`src/rtl/burst_addr_pkg.sv`:
```
package burst_addr_pkg;

   // Action taken by the address register at a clock edge, listed by priority
   typedef enum logic [1:0] {
      BAC_CLEAR = 2'd0,
      BAC_LOAD  = 2'd1,
      BAC_STEP  = 2'd2,
      BAC_KEEP  = 2'd3
   } bac_op_e;

   localparam int BAC_AW_MIN = 1;
   localparam int BAC_AW_MAX = 32;

endpackage

```
`src/rtl/bac_op_decode.sv`:
```
module bac_op_decode
   import burst_addr_pkg::*;
(
   input  logic    cnt_rst_n,
   input  logic    strobe_n,
   input  logic    cnt_en_n,
   output bac_op_e op
);

   always_comb begin
      if (!cnt_rst_n)     op = BAC_CLEAR;
      else if (!strobe_n) op = BAC_LOAD;
      else if (!cnt_en_n) op = BAC_STEP;
      else                op = BAC_KEEP;
   end

endmodule

```
`src/rtl/bac_next_addr.sv`:
```
module bac_next_addr
   import burst_addr_pkg::*;
#(
   parameter int AW = 17
) (
   input  bac_op_e         op,
   input  logic [AW-1:0]   cur,
   input  logic [AW-1:0]   ext,
   output logic [AW-1:0]   nxt
);

   localparam logic [AW-1:0] ONE = AW'(1);

   logic [AW-1:0] stepped;

   // Natural-width add: carry out of the top bit is dropped, giving wrap to zero
   assign stepped = cur + ONE;

   always_comb begin
      unique case (op)
         BAC_CLEAR: nxt = '0;
         BAC_LOAD:  nxt = ext;
         BAC_STEP:  nxt = stepped;
         default:   nxt = cur;
      endcase
   end

endmodule

```
`src/rtl/bac_warn_flag.sv`:
```
module bac_warn_flag (
   input  logic clk,
   input  logic rst,
   input  logic strobe_n,
   input  logic wr_n,
   output logic warn
);

   always_ff @(posedge clk) begin
      if (rst) warn <= 1'b0;
      else     warn <= ~strobe_n & ~wr_n;
   end

endmodule

```
`src/rtl/burst_addr_ctr.sv`:
```
module burst_addr_ctr
   import burst_addr_pkg::*;
#(
   parameter int AW = 17
) (
   input  logic          clk,
   input  logic          rst,
   input  logic [AW-1:0] ext_addr,
   input  logic          strobe_n,
   input  logic          cnt_en_n,
   input  logic          cnt_rst_n,
   input  logic          wr_n,
   output logic [AW-1:0] cur_addr,
   output logic          load_write_warn
);

   generate
      if (AW < BAC_AW_MIN || AW > BAC_AW_MAX) begin : g_bad_aw
         $error("burst_addr_ctr: AW out of supported range");
      end
   endgenerate

   bac_op_e       op;
   logic [AW-1:0] addr_q;
   logic [AW-1:0] addr_d;

   bac_op_decode u_decode (
      .cnt_rst_n (cnt_rst_n),
      .strobe_n  (strobe_n),
      .cnt_en_n  (cnt_en_n),
      .op        (op)
   );

   bac_next_addr #(.AW(AW)) u_next (
      .op  (op),
      .cur (addr_q),
      .ext (ext_addr),
      .nxt (addr_d)
   );

   always_ff @(posedge clk) begin
      if (rst) addr_q <= '0;
      else     addr_q <= addr_d;
   end

   bac_warn_flag u_warn (
      .clk      (clk),
      .rst      (rst),
      .strobe_n (strobe_n),
      .wr_n     (wr_n),
      .warn     (load_write_warn)
   );

   assign cur_addr = addr_q;

endmodule

```
`config.mk`:
```
export PLATFORM = sky130hd
export DESIGN_NAME = burst_addr_ctr
export DESIGN_NICKNAME = d
export VERILOG_FILES = /design/src/rtl/burst_addr_pkg.sv /design/src/rtl/bac_op_decode.sv /design/src/rtl/bac_next_addr.sv /design/src/rtl/bac_warn_flag.sv /design/src/rtl/burst_addr_ctr.sv
export SDC_FILE = /design/constraint.sdc
export NUM_CORES = 1
export LEC_CHECK = 0
export ABC_AREA = 1
export BUFFER_PORTS_ARGS = -buffer_cell sky130_fd_sc_hd__buf_2
export CAP_MARGIN = 30
export CORE_UTILIZATION = 50
export CTS_CLUSTER_SIZE = 30
export DETAILED_ROUTE_END_ITERATION = 8
export PLACE_DENSITY_LB_ADDON = 0.15
export SYNTH_ARGS = -nofsm -noshare
export SYNTH_HDL_FRONTEND = slang
export SYNTH_SLANG_ARGS = --single-unit
export TNS_END_PERCENT = 50
```
`constraint.sdc`:
```
create_clock -name clk -period 1.7 [get_ports clk]
set_input_delay 0.34 -clock clk [delete_from_list [all_inputs] [get_ports clk]]
set_output_delay 0.34 -clock clk [all_outputs]
set_load 0.005 [all_outputs]
```
# == After elaboration in Yosys (flattened, before gate mapping) ==
# Index checks and enable logic that the tools add are counted.
# classes
n_reduce_logical,2
magnitude_cmp,0
div_mod_pow,0
add_sub_neg,1
n_mul,0
eq_ne,2
n_mux,4
shift,0
bitwise,3
# ops
op,count
one-hot mux 17 bit (3 select lines),1
adder 17 x 1 -> 17 bit (second input constant),1
2-to-1 mux 2 bit,2
nonzero test 3 bit,1
== test 2 x 1 -> 1 bit (second input constant),1
== test 2 bit (second input constant),1
logical NOT 2 bit,1
inverter 1 bit,2
AND 1 bit,1
2-to-1 mux 1 bit,1
# totals
inputBits,23
wordCells,14
latchBits,0
rom_bits,0
ramBits,0
ff_bits,18
n_memories,0

# == Longest topological paths before layout ==
# Gate-level depths: netlist (run 1).
# depth
depth_word,5
depth_mapped,11
depth_no_buf,10

# == Hierarchy ==
# A second synthesis (run 1) with hierarchy kept.
# hier_totals
hier_cells,222
hier_area_um2,1317.5
# by_module_without_submodules
mod,area_each_um2,n_inst,cells_per_inst
bac_next_addr,762.0,1,159
burst_addr_ctr,494.2,1,53
bac_warn_flag,37.5,1,5
bac_op_decode,23.8,1,5

# == Worst setup path before layout (run 1) ==
# Ideal clock, no wire load.
# synth_path
kind,input-to-reg
start,input port cnt_en_n
end,register addr_q[7] (netlist: cur_addr[7])
stages,10
setup_slack_ns,0.175
t_arrival_ns,1.456
setup_time_ns,0.069
n_path_buf,2
required_time_ns,1.631
cell_sequence,inv_1 > nand2_1 > nand2_1 > inv_1 > ha_1 > buf_2 > nor2_2 > clkbuf_8 > nand2_1 > a21oi_2
# synth_via
elab_chain_cells,5
word_cells_on_any_way,8
cone_classes,2 x eq/ne; 4 x mux; 2 x reduce/logical
# synth_lines
element,line,source
from (decl),burst_addr_ctr.sv:10,"input logic cnt_en_n,"
2-to-1 mux 1 bit *,bac_op_decode.sv:13,else if (!cnt_en_n) op = BAC_STEP;
2-to-1 mux 2 bit *,bac_op_decode.sv:12,else if (!strobe_n) op = BAC_LOAD;
2-to-1 mux 2 bit *,bac_op_decode.sv:11,if (!cnt_rst_n) op = BAC_CLEAR;
== test 2 bit (tied with other cells),bac_next_addr.sv:20,unique case (op)
one-hot mux 17 bit (3 select lines) / nonzero test 3 bit (equally long branches),-,
to (signal assigned),burst_addr_ctr.sv:43,else addr_q <= addr_d;
to (decl),burst_addr_ctr.sv:24,logic [AW-1:0] addr_q;
# Every way passes the cells marked *; elsewhere a longest branch is shown, timed or not.
# A chain may end at the register's enable or synchronous reset.

# == Worst setup path after layout (run 1) ==
# layout_path
start,register addr_q[0] (netlist: cur_addr[0])
end,register addr_q[12] (netlist: cur_addr[12])
# layout_via
elab_chain_cells,2
# layout_lines
element,line,source
adder 17 x 1 -> 17 bit,bac_next_addr.sv:17,assign stepped = cur + ONE;
one-hot mux 17 bit (3 select lines),bac_next_addr.sv:20,
# No other way between the ends.

==> flow_summary.toml, run 1 <==
[clock_tree]
clock_latency_ps = 300
clk_pin_slew_ps = 110
cts_buffers = 3
hold_buffers = 0
clock-sinks = 18
root_buffer = "clkbuf_4"
cts_resized = 0
cts_tree = "done"
cts-htree-levels = 1
cts_setup_buffers = 0
clockBufferDepth = 2

[timing]
min_period_ps = 1450
setup_viol = 0
fin_crit_sh_pct = 85.3
max_freq_ghz = 0.690
finClkSkew_ps = 3.23
fin_tns_setup_ps = 0
slew-limit-headroom_pct = 59.7
hold_viol_final = 0
rsz0062_at_grt = "no"
tightest_slew_ps = 605
slew_violations = 0

[critical_path]
crit_path_end_kind = "flop"
worstSetupPathType = "flop to flop"
reg2reg_slack_ps = 250
cp.arrival_ps = 1690
rr_worst_depth = 9
cp.required_ps = 1940
timing.rr.start = "cur_addr[0]$_SDFFE_PP0P_"
startpoint_type = "flop"
reg2reg_to = "cur_addr[12]$_SDFFE_PP0P_"
crit_path_max_fanout = 3

[min_path]
min-delay-start = "wr_n"
min_path_cells = 2
min_path_type = "input port to flop"
hold_end = "u_warn.warn$_SDFF_PP0_"

[cells_and_area]
area_growth_pct = 16.1
fillers = 267
register_area_um2 = 360
multi_input_area_um2 = 847
final_cells = 291
finalInstanceArea_um2 = 1590
drive_above_1_share_pct = 28.0
antenna_cells = 0
final_net_count = 290

[routing]
wl_per_cell_um = 11.2
wl_um = 3270
drt_drc_violations_left = 0
drt_iter0_drc = 27
antenna_left = 0
viasPerCell = 5.14
drtPass1Iterations = 4
num_vias = 1495

[synth]
synthCells = 220
synth_seq_cells = 18
synth_seq_area_share_pct = 26.3
synth_fp_nets = 247
synth_top_area_share_pct = 26.3
synth_top_area_cell = "dfxtp_1"
synth_cell_types = 24
syn_avg_cell_area_um2 = 6.22
synthTopCellsByArea = "dfxtp_1, nand2_1, nand3_1, a21oi_1, inv_1"
netlist_area_um2 = 1370
synth_warnings = 0

[placement]
buffer_ports.inserted = 40
placedCellCount = 288
dp_hpwl_um = 2410
gp_congestion = 0.840
place_area_um2 = 1570

[floorplan]
die_x_um = 54.3
io_pins = 41
die_area_um2 = 2950
fp.dieH_um = 54.3
start_util_pct = 54.2
core_area_um2 = 2520
row_count = 18

[global_route]
track_usage_pct = 24.9
grt_max_degree = 19
overflow = 0
antenna_found_initial = 0
first_global_vias = 1197
grt_pass1_wl_um = 5230

[power]
vdd_drop_max_uv = 419
p_leak_nw = 0.739
p_per_area_nw_per_um2 = 516

[run_status]
outcome = "finished clean"

[flow_run]
drv_cap = 0
layout by cell type (no fill, tap or decap):
master and n:
a21oi_1 13, a21oi_2 7, a22o_1 1, buf_2 40, buf_4 6, clkbuf_4 3, dfxtp_1 18, ha_1 4
inv_1 17, inv_2 3, nand2_1 88, nand2_2 5, nand3_1 16, nand3_2 2, nand4_1 2, nor2_1 13
nor2_2 6, nor2_4 1, nor3_1 1, o21ai_0 6, o21ai_1 5, o21bai_1 4
power by group:
part / switching, mW / leakage (nW) / total, mW / internal [mW]
sequential: 0.0145 / 0.146 / 0.447 / 0.433
combinational: 0.0852 / 0.580 / 0.150 / 0.0649
clock: 0.140 / 0.0138 / 0.222 / 0.0827
total: 0.239 / 0.739 / 0.820 / 0.580
cell usage after synthesis:
cell type and instances:
nand3_2 2, clkbuf_8 2, dlymetal6s2s_1 1, ha_1 4
o21ai_1 5, buf_6 2, dlymetal6s4s_1 1, o21bai_1 4
inv_1 17, nand3_1 16, a21oi_1 13, nand4_1 2
a21oi_2 7, nor2_2 6, inv_2 3, o21ai_0 6
nand2_1 88, nor3_1 1, a22o_1 1, nor2_4 1
nor2_1 13, nand2_2 5, dfxtp_1 18, buf_2 2
worst max-delay path by stage:
stage / startpoint / to / slack [ps] / cells after the start
2_1_floorplan: cnt_en_n / cur_addr[7]$_SDFFE_PP0P_ / 180 / 10
5_1_grt: cur_addr[0]$_SDFFE_PP0P_ / cur_addr[12]$_SDFFE_PP0P_ / 120 / 9
6_report: cur_addr[0]$_SDFFE_PP0P_ / cur_addr[12]$_SDFFE_PP0P_ / 250 / 9
4_1_cts: cur_addr[0]$_SDFFE_PP0P_ / cur_addr[12]$_SDFFE_PP0P_ / 260 / 8
3_3_place_gp: strobe_n / cur_addr[1]$_SDFFE_PP0P_ / 90 / 8
3_5_place_dp: strobe_n / cur_addr[1]$_SDFFE_PP0P_ / 60 / 8
per-layer routing:
layer	vias up	GRT usage, %	wire (um)
met1	667	31.9	1580
met3	2	6.11	150
met2	37	40.4	1520
met4	0	8.55	29
met5	-	0	0
li1	789	-	-
registers in the layout (all words and copies together), names as in the netlist:
name	count
cur_addr	17
u_warn.warn	1
final cells by class:
cell class	count	share of cell area, %
multi-input cells	174	53.3
flip-flops and latches	18	22.7
repair buffers	46	15.4
inverters	20	4.73
well taps	30	2.36
clock buffers	3	1.42
through the flow:
stage	setup WS, ps	hold WS [ps]	utilization [%]	power, mW
finish	250	182	62.9	0.820
global route	118	177	62.9	0.868
CTS	259	175	62.9	0.828
detailed placement	62.7	505	62.1	0.606
global placement	93.6	497	62.1	0.607
floorplan	175	417	-	0.553
logic make-up (layout without fill, tap and decap cells):
| group | count (synthesis) | in the layout | synth area share (%) |
|---|---|---|---|
| compound gates | 36 | 36 | 16.1 |
| fa+ha+maj | 4 | 4 | 3.66 |
| buf+inv | 28 | 69 | 11.7 |
| flops | 18 | 18 | 26.3 |
| simple gates | 134 | 134 | 42.2 |
critical path, stage by stage (launching register included):
cell	delay [ps]
dfxtp_1	360
ha_1	230
nand2_2	90
nor2_2	130
nand2_1	120
o21bai_1	150
nand3_1	90
nand2_1	60
nand2_1	60
a21oi_2	100
Power figures use the tool's default switching activity.
==> run 2: changes to the inputs <==
--- a/config.mk
+++ b/config.mk
@@ -6,11 +6,13 @@
 export NUM_CORES = 1
 export LEC_CHECK = 0
 export ABC_AREA = 1
+export ABC_CLOCK_PERIOD_IN_PS = 1700
 export BUFFER_PORTS_ARGS = -buffer_cell sky130_fd_sc_hd__buf_2
 export CAP_MARGIN = 30
 export CORE_UTILIZATION = 50
 export CTS_CLUSTER_SIZE = 30
 export DETAILED_ROUTE_END_ITERATION = 8
+export GPL_TIMING_DRIVEN = 0
 export PLACE_DENSITY_LB_ADDON = 0.15
 export SYNTH_ARGS = -nofsm -noshare
 export SYNTH_HDL_FRONTEND = slang
==> flow_summary.toml, run 2 (synthesis results as in run 1) <==
[run_status]
outcome = "finished clean"

[critical_path]
worstSetupPathType = "flop to flop"
critPathSlowestCell = "dfxtp_1"
cp.arrival_ps = 1690
crit_path_end_kind = "flop"
reg2reg_to = "cur_addr[12]$_SDFFE_PP0P_"
startpoint_type = "flop"
path_delay_family = "simple AND/OR/NAND/NOR gates"
cp_cell_sequence = "ha_1, nand3_2, nor2_2, nand3_1, nand3_1, nand2_1, nand2_1, a21oi_2"
crit_path_max_fanout = 6
worst-path-buf-inv = 0
timing.rr.start = "cur_addr[0]$_SDFFE_PP0P_"
slowest_delay_ps = 440
reg2reg_slack_ps = 190
cp.required_ps = 1870
rr_worst_depth = 8

[placement]
dp_hpwl_um = 2400
gp_congestion = 0.841
place_area_um2 = 1600
place_ws_ps = -162
placedCellCount = 289
buffer_ports.inserted = 39

[clock_tree]
clock-sinks = 18
clockBufferDepth = 2
cts_resized = 0
hold_buffers = 0
cts_tree = "done"
cts_buffers = 3
clock_latency_ps = 290
cts-htree-levels = 1
clk_pin_slew_ps = 110
root_buffer = "clkbuf_4"
cts_setup_buffers = 0

[routing]
drtPass1Iterations = 5
wl_um = 3250
drt_drc_violations_left = 0
num_vias = 1475
drt_iter0_drc = 24
antenna_left = 0
viasPerCell = 5.05
wl_per_cell_um = 11.1

[global_route]
track_usage_pct = 24.8
grt_pass1_wl_um = 5270
grt_max_degree = 11
first_global_vias = 1235
antenna_found_initial = 0
overflow = 0

[cells_and_area]
final_cells = 292
area_growth_pct = 19.1
finalInstanceArea_um2 = 1630
largest_reg_flops = 17
fillers = 261
final_net_count = 290
antenna_cells = 0
layout_common_cells = "nand2_1, buf_2, dfxtp_1"
drive_above_1_share_pct = 27.9
layout_commonest_cell = "nand2_1"
final_util_pct = 64.6

[floorplan]
start_util_pct = 54.2
die_area_um2 = 2950
fp.dieH_um = 54.3
row_count = 18
io_pins = 41
die_x_um = 54.3
core_area_um2 = 2520

[timing]
rsz0062_at_grt = "no"
setup_viol = 0
fin_tns_setup_ps = 0
tightest_slew_ps = 544
finClkSkew_ps = 2.00
hold_viol_final = 0
slew-limit-headroom_pct = 63.7
slew_violations = 0
hold-worst-slack_ps = 189
finalWorstSetupSlack_ps = 186
max_freq_ghz = 0.660
fin_crit_sh_pct = 89.1
min_period_ps = 1510

[power]
seqPwrFrac_pct = 51.5
vdd_drop_max_uv = 423
p_per_area_nw_per_um2 = 535
combPwrFrac_pct = 17.8
power_uw = 871
p_int_uw = 632
netSwitchingFraction_pct = 27.5
clkPwrFrac_pct = 30.7
p_leak_nw = 0.762
switchingPower_uw = 240

[flow_run]
drv_cap = 0

[min_path]
hold_end = "u_warn.warn$_SDFF_PP0_"
min_path_type = "input port to flop"
min-delay-start = "wr_n"
min_path_cells = 2
run 2: cell types whose count changed in the layout (fill, tap and decap cells not counted):
cell,previous run,this run
buf_2,40,41
buf_4,6,0
buf_6,0,2
clkbuf_8,0,3
dlymetal6s4s_1,0,1
nor2_2,6,5
nor2_4,1,2
run 2: how the worst max path moves through the flow:
| stage | from | to | slack, ps | cells past startpoint |
|---|---|---|---|---|
| floorplan | cnt_en_n | cur_addr[7]$_SDFFE_PP0P_ | 180 | 10 |
| global placement | cnt_en_n | cur_addr[8]$_SDFFE_PP0P_ | -130 | 11 |
| detailed placement | cnt_en_n | cur_addr[13]$_SDFFE_PP0P_ | -160 | 11 |
| CTS | cnt_en_n | cur_addr[13]$_SDFFE_PP0P_ | 150 | 11 |
| global route | cur_addr[0]$_SDFFE_PP0P_ | cur_addr[16]$_SDFFE_PP0P_ | 9 | 9 |
| finish | cur_addr[0]$_SDFFE_PP0P_ | cur_addr[12]$_SDFFE_PP0P_ | 190 | 8 |
run 2: metal layers:
metal  vias to the layer above  share of wire [%]  GRT usage [%]
met1                       653                 49           31.1
met4                         0               0.71           10.7
met2                        34                 47           42.5
li1                        784                  -              -
met5                         -                  0              0
met3                         4                3.4           2.78
run 2: layout make-up:
| type | count | area, um^2 | area share, % |
|---|---|---|---|
| timing repair buffer | 39 | 195 | 12.0 |
| tap | 30 | 37.5 | 2.30 |
| buffer | 7 | 72.6 | 4.45 |
| clock buffer | 4 | 36.3 | 2.23 |
| inverter | 20 | 75.1 | 4.61 |
| sequential | 18 | 360 | 22.1 |
| multi-input combinational | 174 | 852 | 52.3 |
run 2: worst register-to-register path: stages, from the launching register on:
cell	delay, ps
dfxtp_1	440
ha_1	250
nand3_2	120
nor2_2	240
nand3_1	100
nand3_1	100
nand2_1	50
nand2_1	60
a21oi_2	50
run 2: power by group through the flow:
| stage | clock network [mW] | logic, mW | registers, mW |
|---|---|---|---|
| 6_report | 0.268 | 0.155 | 0.449 |
| 5_1_grt | 0.298 | 0.178 | 0.451 |
| 4_1_cts | 0.275 | 0.156 | 0.449 |
| 3_5_place_dp | 0 | 0.156 | 0.458 |
| 3_3_place_gp | 0 | 0.154 | 0.458 |
| 2_1_floorplan | 0 | 0.0957 | 0.457 |
